[src/rtl/uart_stat_pkg.sv]
// Package: shared constants and flag index map for the serial port status logic.
// Assumes the four flags are kept in one vector in the order below.
package uart_stat_pkg;
    localparam int FLAG_N   = 4;
    localparam int IDX_TXE  = 0;  // transmit holding empty
    localparam int IDX_TC   = 1;  // transmit finished
    localparam int IDX_RXF  = 2;  // receive holding full
    localparam int IDX_IDLE = 3;  // receive line idle
    typedef logic [FLAG_N-1:0] flag_vec_t;
endpackage

[src/rtl/uart_flag_cell.sv]
// One status flag with a two-step clear.
// A status read arms the clear only if the flag is 1 in that cycle. The next
// data access then clears it. A set event wins over any clear in the same cycle.
// Assumes that set_i, arm_i, access_i and force_clr_i are single-cycle strobes.
module uart_flag_cell #(
    parameter bit RST_VAL = 1'b0
) (
    input  logic clk,
    input  logic rst_n,
    input  logic set_i,
    input  logic arm_i,
    input  logic access_i,
    input  logic force_clr_i,
    output logic flag_o
);
    logic flag_q;
    logic armed_q;
    logic clr_now;

    assign clr_now = force_clr_i | (access_i & armed_q);

    // Flag register: set has priority, then the armed or forced clear.
    always_ff @(posedge clk) begin
        if (!rst_n)       flag_q <= RST_VAL;
        else if (set_i)   flag_q <= 1'b1;
        else if (clr_now) flag_q <= 1'b0;
    end

    // Arm register: remembers that a status read saw the flag at 1.
    always_ff @(posedge clk) begin
        if (!rst_n) armed_q <= 1'b0;
        else        armed_q <= (armed_q & ~access_i & ~force_clr_i)
                               | (arm_i & flag_q & ~clr_now);
    end

    assign flag_o = flag_q;
endmodule

[src/rtl/uart_idle_det.sv]
// Receive line idle detector.
// Counts consecutive 1 samples taken on rx_tick_i. It pulses set_o on the
// sample that completes a run of SHORT_RUN or SHORT_RUN+1 ones. After that it
// stays quiet until a 0 sample is seen.
// Assumes the tick arrives once per bit time from the receive engine.
module uart_idle_det #(
    parameter int SHORT_RUN = 10
) (
    input  logic clk,
    input  logic rst_n,
    input  logic tick_i,
    input  logic line_i,
    input  logic long_i,
    output logic set_o
);
    localparam int LONG_RUN = SHORT_RUN + 1;
    localparam int CW       = $clog2(LONG_RUN + 1);

    logic [CW-1:0] run_q;
    logic [CW-1:0] run_inc;
    logic [CW-1:0] target;
    logic          zero_seen_q;
    logic          hit;

    assign run_inc = run_q + 1'b1;
    assign target  = long_i ? CW'(LONG_RUN) : CW'(SHORT_RUN);
    assign hit     = tick_i & line_i & zero_seen_q & (run_inc == target);

    // Run counter: resets on a 0 sample and saturates at the long run length.
    always_ff @(posedge clk) begin
        if (!rst_n)                 run_q <= '0;
        else if (tick_i && !line_i) run_q <= '0;
        else if (tick_i && run_q != CW'(LONG_RUN)) run_q <= run_inc;
    end

    // Re-arm latch: a 0 sample allows the next idle detection.
    always_ff @(posedge clk) begin
        if (!rst_n)                 zero_seen_q <= 1'b1;
        else if (tick_i && !line_i) zero_seen_q <= 1'b1;
        else if (hit)               zero_seen_q <= 1'b0;
    end

    assign set_o = hit;
endmodule

[src/rtl/uart_irq_gate.sv]
// Interrupt combiner: a registered OR of the flags masked by their enables.
// Assumes the flags and the enables are the same width and in the same order.
module uart_irq_gate #(
    parameter int N = 4
) (
    input  logic         clk,
    input  logic         rst_n,
    input  logic [N-1:0] flag_i,
    input  logic [N-1:0] en_i,
    output logic         irq_o
);
    logic irq_q;

    // Request register: one cycle after the flags or enables change.
    always_ff @(posedge clk) begin
        if (!rst_n) irq_q <= 1'b0;
        else        irq_q <= |(flag_i & en_i);
    end

    assign irq_o = irq_q;
endmodule

[src/rtl/uart_stat_irq.sv]
// Top of the serial port status and interrupt logic.
// Four flag cells are built by a generate loop. The two transmit flags reset
// to 1, clear on a data write and accept a software forced clear. The two
// receive flags reset to 0 and clear on a data read. Transmit finished is
// fed from the registered transmit-empty flag.
// Assumes all strobes are synchronous single-cycle pulses on clk.
module uart_stat_irq
    import uart_stat_pkg::*;
#(
    parameter int IDLE_RUN = 10
) (
    input  logic              clk,
    input  logic              rst_n,
    input  logic              tx_load_i,
    input  logic              tx_busy_i,
    input  logic              rx_xfer_i,
    input  logic              rx_line_i,
    input  logic              rx_tick_i,
    input  logic              long_frame_i,
    input  logic              stat_rd_i,
    input  logic              data_rd_i,
    input  logic              data_wr_i,
    input  logic              tx_flag_clr_i,
    input  logic [FLAG_N-1:0] irq_en_i,
    output logic [FLAG_N-1:0] flags_o,
    output logic              irq_o
);
    flag_vec_t flag_q;
    flag_vec_t set_vec;
    logic      idle_set;

    uart_idle_det #(.SHORT_RUN(IDLE_RUN)) u_idle (
        .clk    (clk),
        .rst_n  (rst_n),
        .tick_i (rx_tick_i),
        .line_i (rx_line_i),
        .long_i (long_frame_i),
        .set_o  (idle_set)
    );

    // Set sources: transmit finished needs empty, a quiet line and no pending clear.
    always_comb begin
        set_vec           = '0;
        set_vec[IDX_TXE]  = tx_load_i;
        set_vec[IDX_TC]   = flag_q[IDX_TXE] & ~tx_busy_i & ~data_wr_i & ~tx_flag_clr_i;
        set_vec[IDX_RXF]  = rx_xfer_i;
        set_vec[IDX_IDLE] = idle_set;
    end

    for (genvar g = 0; g < FLAG_N; g++) begin : g_flag
        localparam bit IS_TX = (g == IDX_TXE) || (g == IDX_TC);
        uart_flag_cell #(.RST_VAL(IS_TX)) u_cell (
            .clk         (clk),
            .rst_n       (rst_n),
            .set_i       (set_vec[g]),
            .arm_i       (stat_rd_i),
            .access_i    (IS_TX ? data_wr_i : data_rd_i),
            .force_clr_i (IS_TX ? tx_flag_clr_i : 1'b0),
            .flag_o      (flag_q[g])
        );
    end

    uart_irq_gate #(.N(FLAG_N)) u_irq (
        .clk    (clk),
        .rst_n  (rst_n),
        .flag_i (flag_q),
        .en_i   (irq_en_i),
        .irq_o  (irq_o)
    );

    assign flags_o = flag_q;
endmodule

[config.mk]
export PLATFORM = sky130hd
export DESIGN_NAME = uart_stat_irq
export DESIGN_NICKNAME = d
export VERILOG_FILES = /design/src/rtl/uart_stat_pkg.sv /design/src/rtl/uart_flag_cell.sv /design/src/rtl/uart_idle_det.sv /design/src/rtl/uart_irq_gate.sv /design/src/rtl/uart_stat_irq.sv
export SDC_FILE = /design/constraint.sdc
export NUM_CORES = 1
export LEC_CHECK = 0
export BUFFER_PORTS_ARGS = -buffer_cell sky130_fd_sc_hd__buf_2
export CAP_MARGIN = 20
export CORE_ASPECT_RATIO = 1.1
export CORE_MARGIN = 1.5
export CORE_UTILIZATION = 40
export DETAILED_ROUTE_END_ITERATION = 12
export PLACE_DENSITY = 0.66
export SYNTH_ARGS = -nofsm -noshare
export SYNTH_HDL_FRONTEND = slang
export SYNTH_SLANG_ARGS = --single-unit
[constraint.sdc]
create_clock -name clk -period 1.4 [get_ports clk]
set_input_delay 0.42 -clock clk [delete_from_list [all_inputs] [get_ports clk]]
set_output_delay 0.42 -clock clk [all_outputs]
set_load 0.01 [all_outputs]
Word-level counts from Yosys, hierarchy flattened
Index checks and enable logic that the tools add are counted.
- output and inout port bits: 5
- register bits after elaboration: 14
- equal/unequal tests: 2
- bitwise logic cells: 40
- reductions and logical operators: 9
- add/subtract/negate cells: 1
- mux-type cells: 5
- operator list (cell ; count):
    $and 1x1->1 ; 24
    $not 1->1 ; 9
    $or 1x1->1 ; 6
    $reduce_or 2->1 ; 3
    $mux 1 ; 5
    $add 4x1->4 const B ; 1
    $and 4x4->4 ; 1
    $eq 4x4->1 ; 1
    $ne 4x4->1 const B ; 1
    $reduce_bool 2->1 ; 2
    $reduce_or 4->1 ; 1
    $logic_and 1x1->1 ; 2
    $logic_not 1->1 ; 1

Depth between registers and ports, before layout
- depth in word-level cells: 5
- gate-level depth with buffers: 4

Modules after synthesis
A second synthesis with hierarchy kept.
- cells, all modules: 72
- area, all modules: 685.7 um^2
- by module, submodules not included (module ; instances ; cells each ; area each (um^2)):
    uart_idle_det ; 1 ; 32 ; 279.0
    uart_flag_cell at g_flag[2].u_cell ... ; 2 ; 8 ; 90.1
    uart_flag_cell at g_flag[0].u_cell ... ; 2 ; 9 ; 82.6
    uart_irq_gate ; 1 ; 4 ; 42.5
    uart_stat_irq ; 1 ; 2 ; 18.8

Worst setup path after synthesis
No wires, ideal clock.
- kind: reg2reg
- from: reg u_idle.run_q[0]
- to: reg u_idle.zero_seen_q
- cell stages (with the launch flop): 5
- library setup time: 0.133 ns
- arrival: 1.101 ns
- slack: 0.166 ns
- period minus slack after synthesis: 1.234 ns
- cells stage by stage: dfxtp_1 -> ha_1 -> nand4_1 -> nor4_1 -> a2bb2oi_1
- word-level cells in the longest chain between the ends: 3
- ends and longest elaborated chain (item ; RTL line ; text):
    from (decl) ; uart_idle_det.sv:19 ; logic [CW-1:0] run_q;
    from (signal assigned) ; uart_idle_det.sv:33 ; else if (tick_i && run_q != CW'(LONG_RUN)) run_q <= run_inc;
    $add 4x1->4 ; uart_idle_det.sv:25 ; assign run_inc = run_q + 1'b1;
    named net u_idle.run_inc[1] ; uart_idle_det.sv:20 ; logic [CW-1:0] run_inc;
    $eq 4x4->1 ; uart_idle_det.sv:27 ; assign hit = tick_i & line_i & zero_seen_q & (run_inc == target);
    $and 1x1->1 ; uart_idle_det.sv:27 ;
    to (signal assigned) ; uart_idle_det.sv:38 ; if (!rst_n) zero_seen_q <= 1'b1;
    to (signal assigned) ; uart_idle_det.sv:39 ; else if (tick_i && !line_i) zero_seen_q <= 1'b1;
    to (signal assigned) ; uart_idle_det.sv:40 ; else if (hit) zero_seen_q <= 1'b0;
    to (decl) ; uart_idle_det.sv:22 ; logic zero_seen_q;
The timed path passes the listed nets, and every way through them passes these cells.
A chain may end at the register's enable or synchronous reset.

Worst setup path in the final report
- from: reg u_idle.run_q[1]
- to: reg u_idle.zero_seen_q
The elaborated chain is that of the path after synthesis.

==> results.md <==
Run status:
- The flow ran to the end, and the final reports show no timing, DRC or antenna violations.

Timing:
- Subtracting the final worst setup slack from the clock period gives 1300 ps.
- For the final routed database, the setup TNS stands at 0 ps.
- The max-slew headroom at the worst pin is 0.746.
- The setup skew after layout is 4.25 ps.
- Setup repair after global routing left no endpoint under its margin.
- The max-slew violation count is 0.
- The final worst-path cycle share is 0.929.
- In the post-route analysis, the smallest setup slack over all paths is 99.2 ps.
- Setup violations remaining at the end of the flow were counted as 0.
- For the pin with the worst max-slew slack, the measured transition is 378 ps.
- The number of hold-slack violations in the final timing report is 0.
- Based on the critical path, the design can be clocked at up to 0.769 GHz.

Cells and area:
- In the final layout, the share of cells above drive strength 1 is 0.323.
- Relative to the synthesized area, the layout overhead comes to 22.0%.
- After the last flow step, the layout net total stands at 111.
- The commonest non-fill, non-tap cell in the layout is sky130_fd_sc_hd__buf_2.
- The final antenna diode count is 0.
- Leaving out fill and tap cells, the most frequent cells in the layout are sky130_fd_sc_hd__buf_2 (20), sky130_fd_sc_hd__dfxtp_1 (14), sky130_fd_sc_hd__nand2_1 (10), sky130_fd_sc_hd__nor2_1 (9), sky130_fd_sc_hd__a21oi_1 (5).

Worst setup path:
- The master of the slowest instance on the critical path is sky130_fd_sc_hd__dfxtp_1.
- STA classifies the critical path endpoint as a flop.
- Along the worst path, the maximum fanout reaches 4.
- The signal on the critical path passes through ha_1 -> nand4_1 -> nor4_2 -> a2bb2oi_1.
- The data arrival time of the critical path is 1460 ps.
- Data on the critical path is required at its endpoint by 1560 ps.
- For this run, the slowest stage of the critical path takes 340 ps.
- The type of origin of the critical path is a flop.
- Across all register-to-register paths, the minimum setup slack is 100 ps.
- The critical path in this run is classified as reg2reg.
- The number of buffers and inverters on the critical path is 0.
- The dominant delay contributor by cell family on the critical path is simple AND/OR/NAND/NOR gates.

GRT:
- The global routing usage on met2 is 0.247.
- The global-route met3 utilization is 0.0296.
- The pin count of the biggest net entering global routing is 9.
- After global routing, the most crowded layer is met2.
- In the global route stage, met1 resource usage came out at 0.159.
- The first-pass GRT wire length is 1800 um.
- For this run, the total global-route usage over all layers was measured as 0.148.
- The number of global-route vias before repair is 472.
- The number of antenna violations at the first check in global routing was 0.
- The residual overflow from global routing is 0.

Synth:
- The number of standard cells after synthesis is 72.
- The number of different library cells in the post-synthesis netlist is 23.
- Yosys printed 0 warnings.
- The average cell area after synthesis is 8.83 um^2.
- After synthesis the cells add up to 636 um^2.
- The number of nets handed over by synthesis was 89.
- In this run, synthesis produced a sequential element count of 14.
- The share of the Yosys chip area taken by registers is 0.441.

CTS:
- The H-tree depth reported by CTS is 1.
- In this run the clock root is driven by a sky130_fd_sc_hd__clkbuf_4.
- The insertion delay to the later sink of the worst-skew pair is 270 ps.
- The clock slew at the register clock pins of the worst setup and hold paths is 90 ps.
- The TritonCTS clock tree is yes.
- The maximum buffer depth of the clock tree is 2.
- The TritonCTS sink count is 14.
- In this run, CTS created clock tree buffers numbering 3.
- The hold-fix buffer count after cts is 0.

Drt:
- The routed length per placed instance is 11.3 um.
- The first-pass iteration count of the detailed router is 3.
- The via count is 555.
- The detail route stage leaves a number of antenna-violating nets equal to 0.
- The number of design-rule violations left by the first detailed-router iteration is 5.
- The ratio of routed vias to standard cells is 5.09.
- The wire length after detailed routing is 1230 um.
- The number of DRC violations after detailed routing is 0.

Floorplanning:
- The initial utilization of the core area, before any placement, comes to 0.448.
- The die is 44.8 um tall.
- The core area is 0.00142 mm^2.
- The site row count is 14.
- 21 I/O pins were placed.
- The full die area is 0.00184 mm^2.
- The die is 41.0 um wide.

Place:
- Prior to clock tree synthesis, the placed netlist has a worst setup slack of 70.7 ps.
- The number of buffers inserted by port buffering is 20.
- Once detailed placement completed, the half-perimeter wirelength came to 930 um.
- The global placement routability congestion is 0.729.

Run:
- The total of max-cap violations is 0.

Pwr:
- Across the VDD grid, the largest voltage drop is 621 uV.
- The analysis attributes to cell leakage a power of 0.358 nW.
- Overall power consumption after layout is estimated at 0.000803 W.
- The power density normalized to cell area is 1040 mW/mm^2.

Hold path:
- The class of the tightest hold or removal check is in2reg.
[cell families (layout without fill, tap and decap cells)]
| group | Yosys count | in the layout | share of synthesized area |
|---|---|---|---|
| simple gates | 26 | 26 | 0.185 |
| mux | 5 | 5 | 0.0866 |
| xor+xnor | 4 | 4 | 0.0551 |
| flops | 14 | 14 | 0.441 |
| fa+ha+maj | 1 | 1 | 0.0197 |
| compound gates | 15 | 15 | 0.148 |
| buf+inv | 7 | 28 | 0.0650 |
[final timing paths]
| check | startpoint | endpoint | depth (start not counted) |
|---|---|---|---|
| worst min register to register | u_idle.zero_seen_q$_SDFFE_PP1P_ | u_idle.zero_seen_q$_SDFFE_PP1P_ | 1 |
| worst max register to register | u_idle.run_q[1]$_SDFFE_PP0P_ | u_idle.zero_seen_q$_SDFFE_PP1P_ | 4 |
| worst max-delay path | u_idle.run_q[1]$_SDFFE_PP0P_ | u_idle.zero_seen_q$_SDFFE_PP1P_ | 4 |
| worst min-delay path | tx_load_i | g_flag[0].u_cell.flag_o$_SDFFE_PP1N_ | 2 |
[synthesized netlist by cell type (all sizes together)]
master   instances  area share
and3b            1       0.014
buf              4       0.047
nand4            2       0.020
mux2i            1       0.016
or3              1      0.0098
a2bb2oi          1       0.014
nand3b           1       0.012
nand2           10       0.059
nor2             9       0.053
a21o             1       0.012
nand3            1      0.0079
ha               1       0.020
a22oi            3       0.035
o21ai            4       0.031
nor4             1      0.0098
a311o            1       0.016
a21oi            5       0.039
xor2             2       0.028
mux2             4       0.071
dfxtp           14        0.44
inv              3       0.018
xnor2            2       0.028
[per-stage QoR]
stage	instances	hold WS (ps)	utilization	instance area (um^2)
floorplan	72	470	-	636
global placement	105	485	0.517	733
detailed placement	105	500	0.517	733
CTS	109	330	0.542	769
global route	109	332	0.547	776
finish	109	340	0.547	776
[per-layer routing]
layer,routed length [um],vias to the layer above
met4,9,0
met1,539,246
met2,584,18
met3,96,2
met5,0,-
li1,-,289
[power breakdown]
group	internal, W	switching [W]	total [W]
logic	0.0000474	0.0000457	0.0000932
clock network	0.000158	0.000128	0.000286
registers	0.000413	0.0000106	0.000424
[sequential cells by signal, indices dropped and copies added, names as in the netlist]
register,flops
g_flag.u_cell.armed_q,4
u_idle.zero_seen_q,1
g_flag.u_cell.flag_o,4
u_irq.irq_o,1
u_idle.run_q,4
[cell type report]
class	instances	area, um^2
Clock buffer	4	36.3
Fill cell	148	643
Inverter	3	11.3
Multi-Input combinational cell	51	320
Sequential cell	14	280
Tap cell	16	20.0
Timing Repair Buffer	21	108
[repair_timing]
action / 4_1_cts / 5_1_grt
setup endpoints to repair: 0 / 1
setup buffers: 0 / 0
gates resized for setup: 0 / 1
No activity file was read; power rests on OpenSTA's default activity.
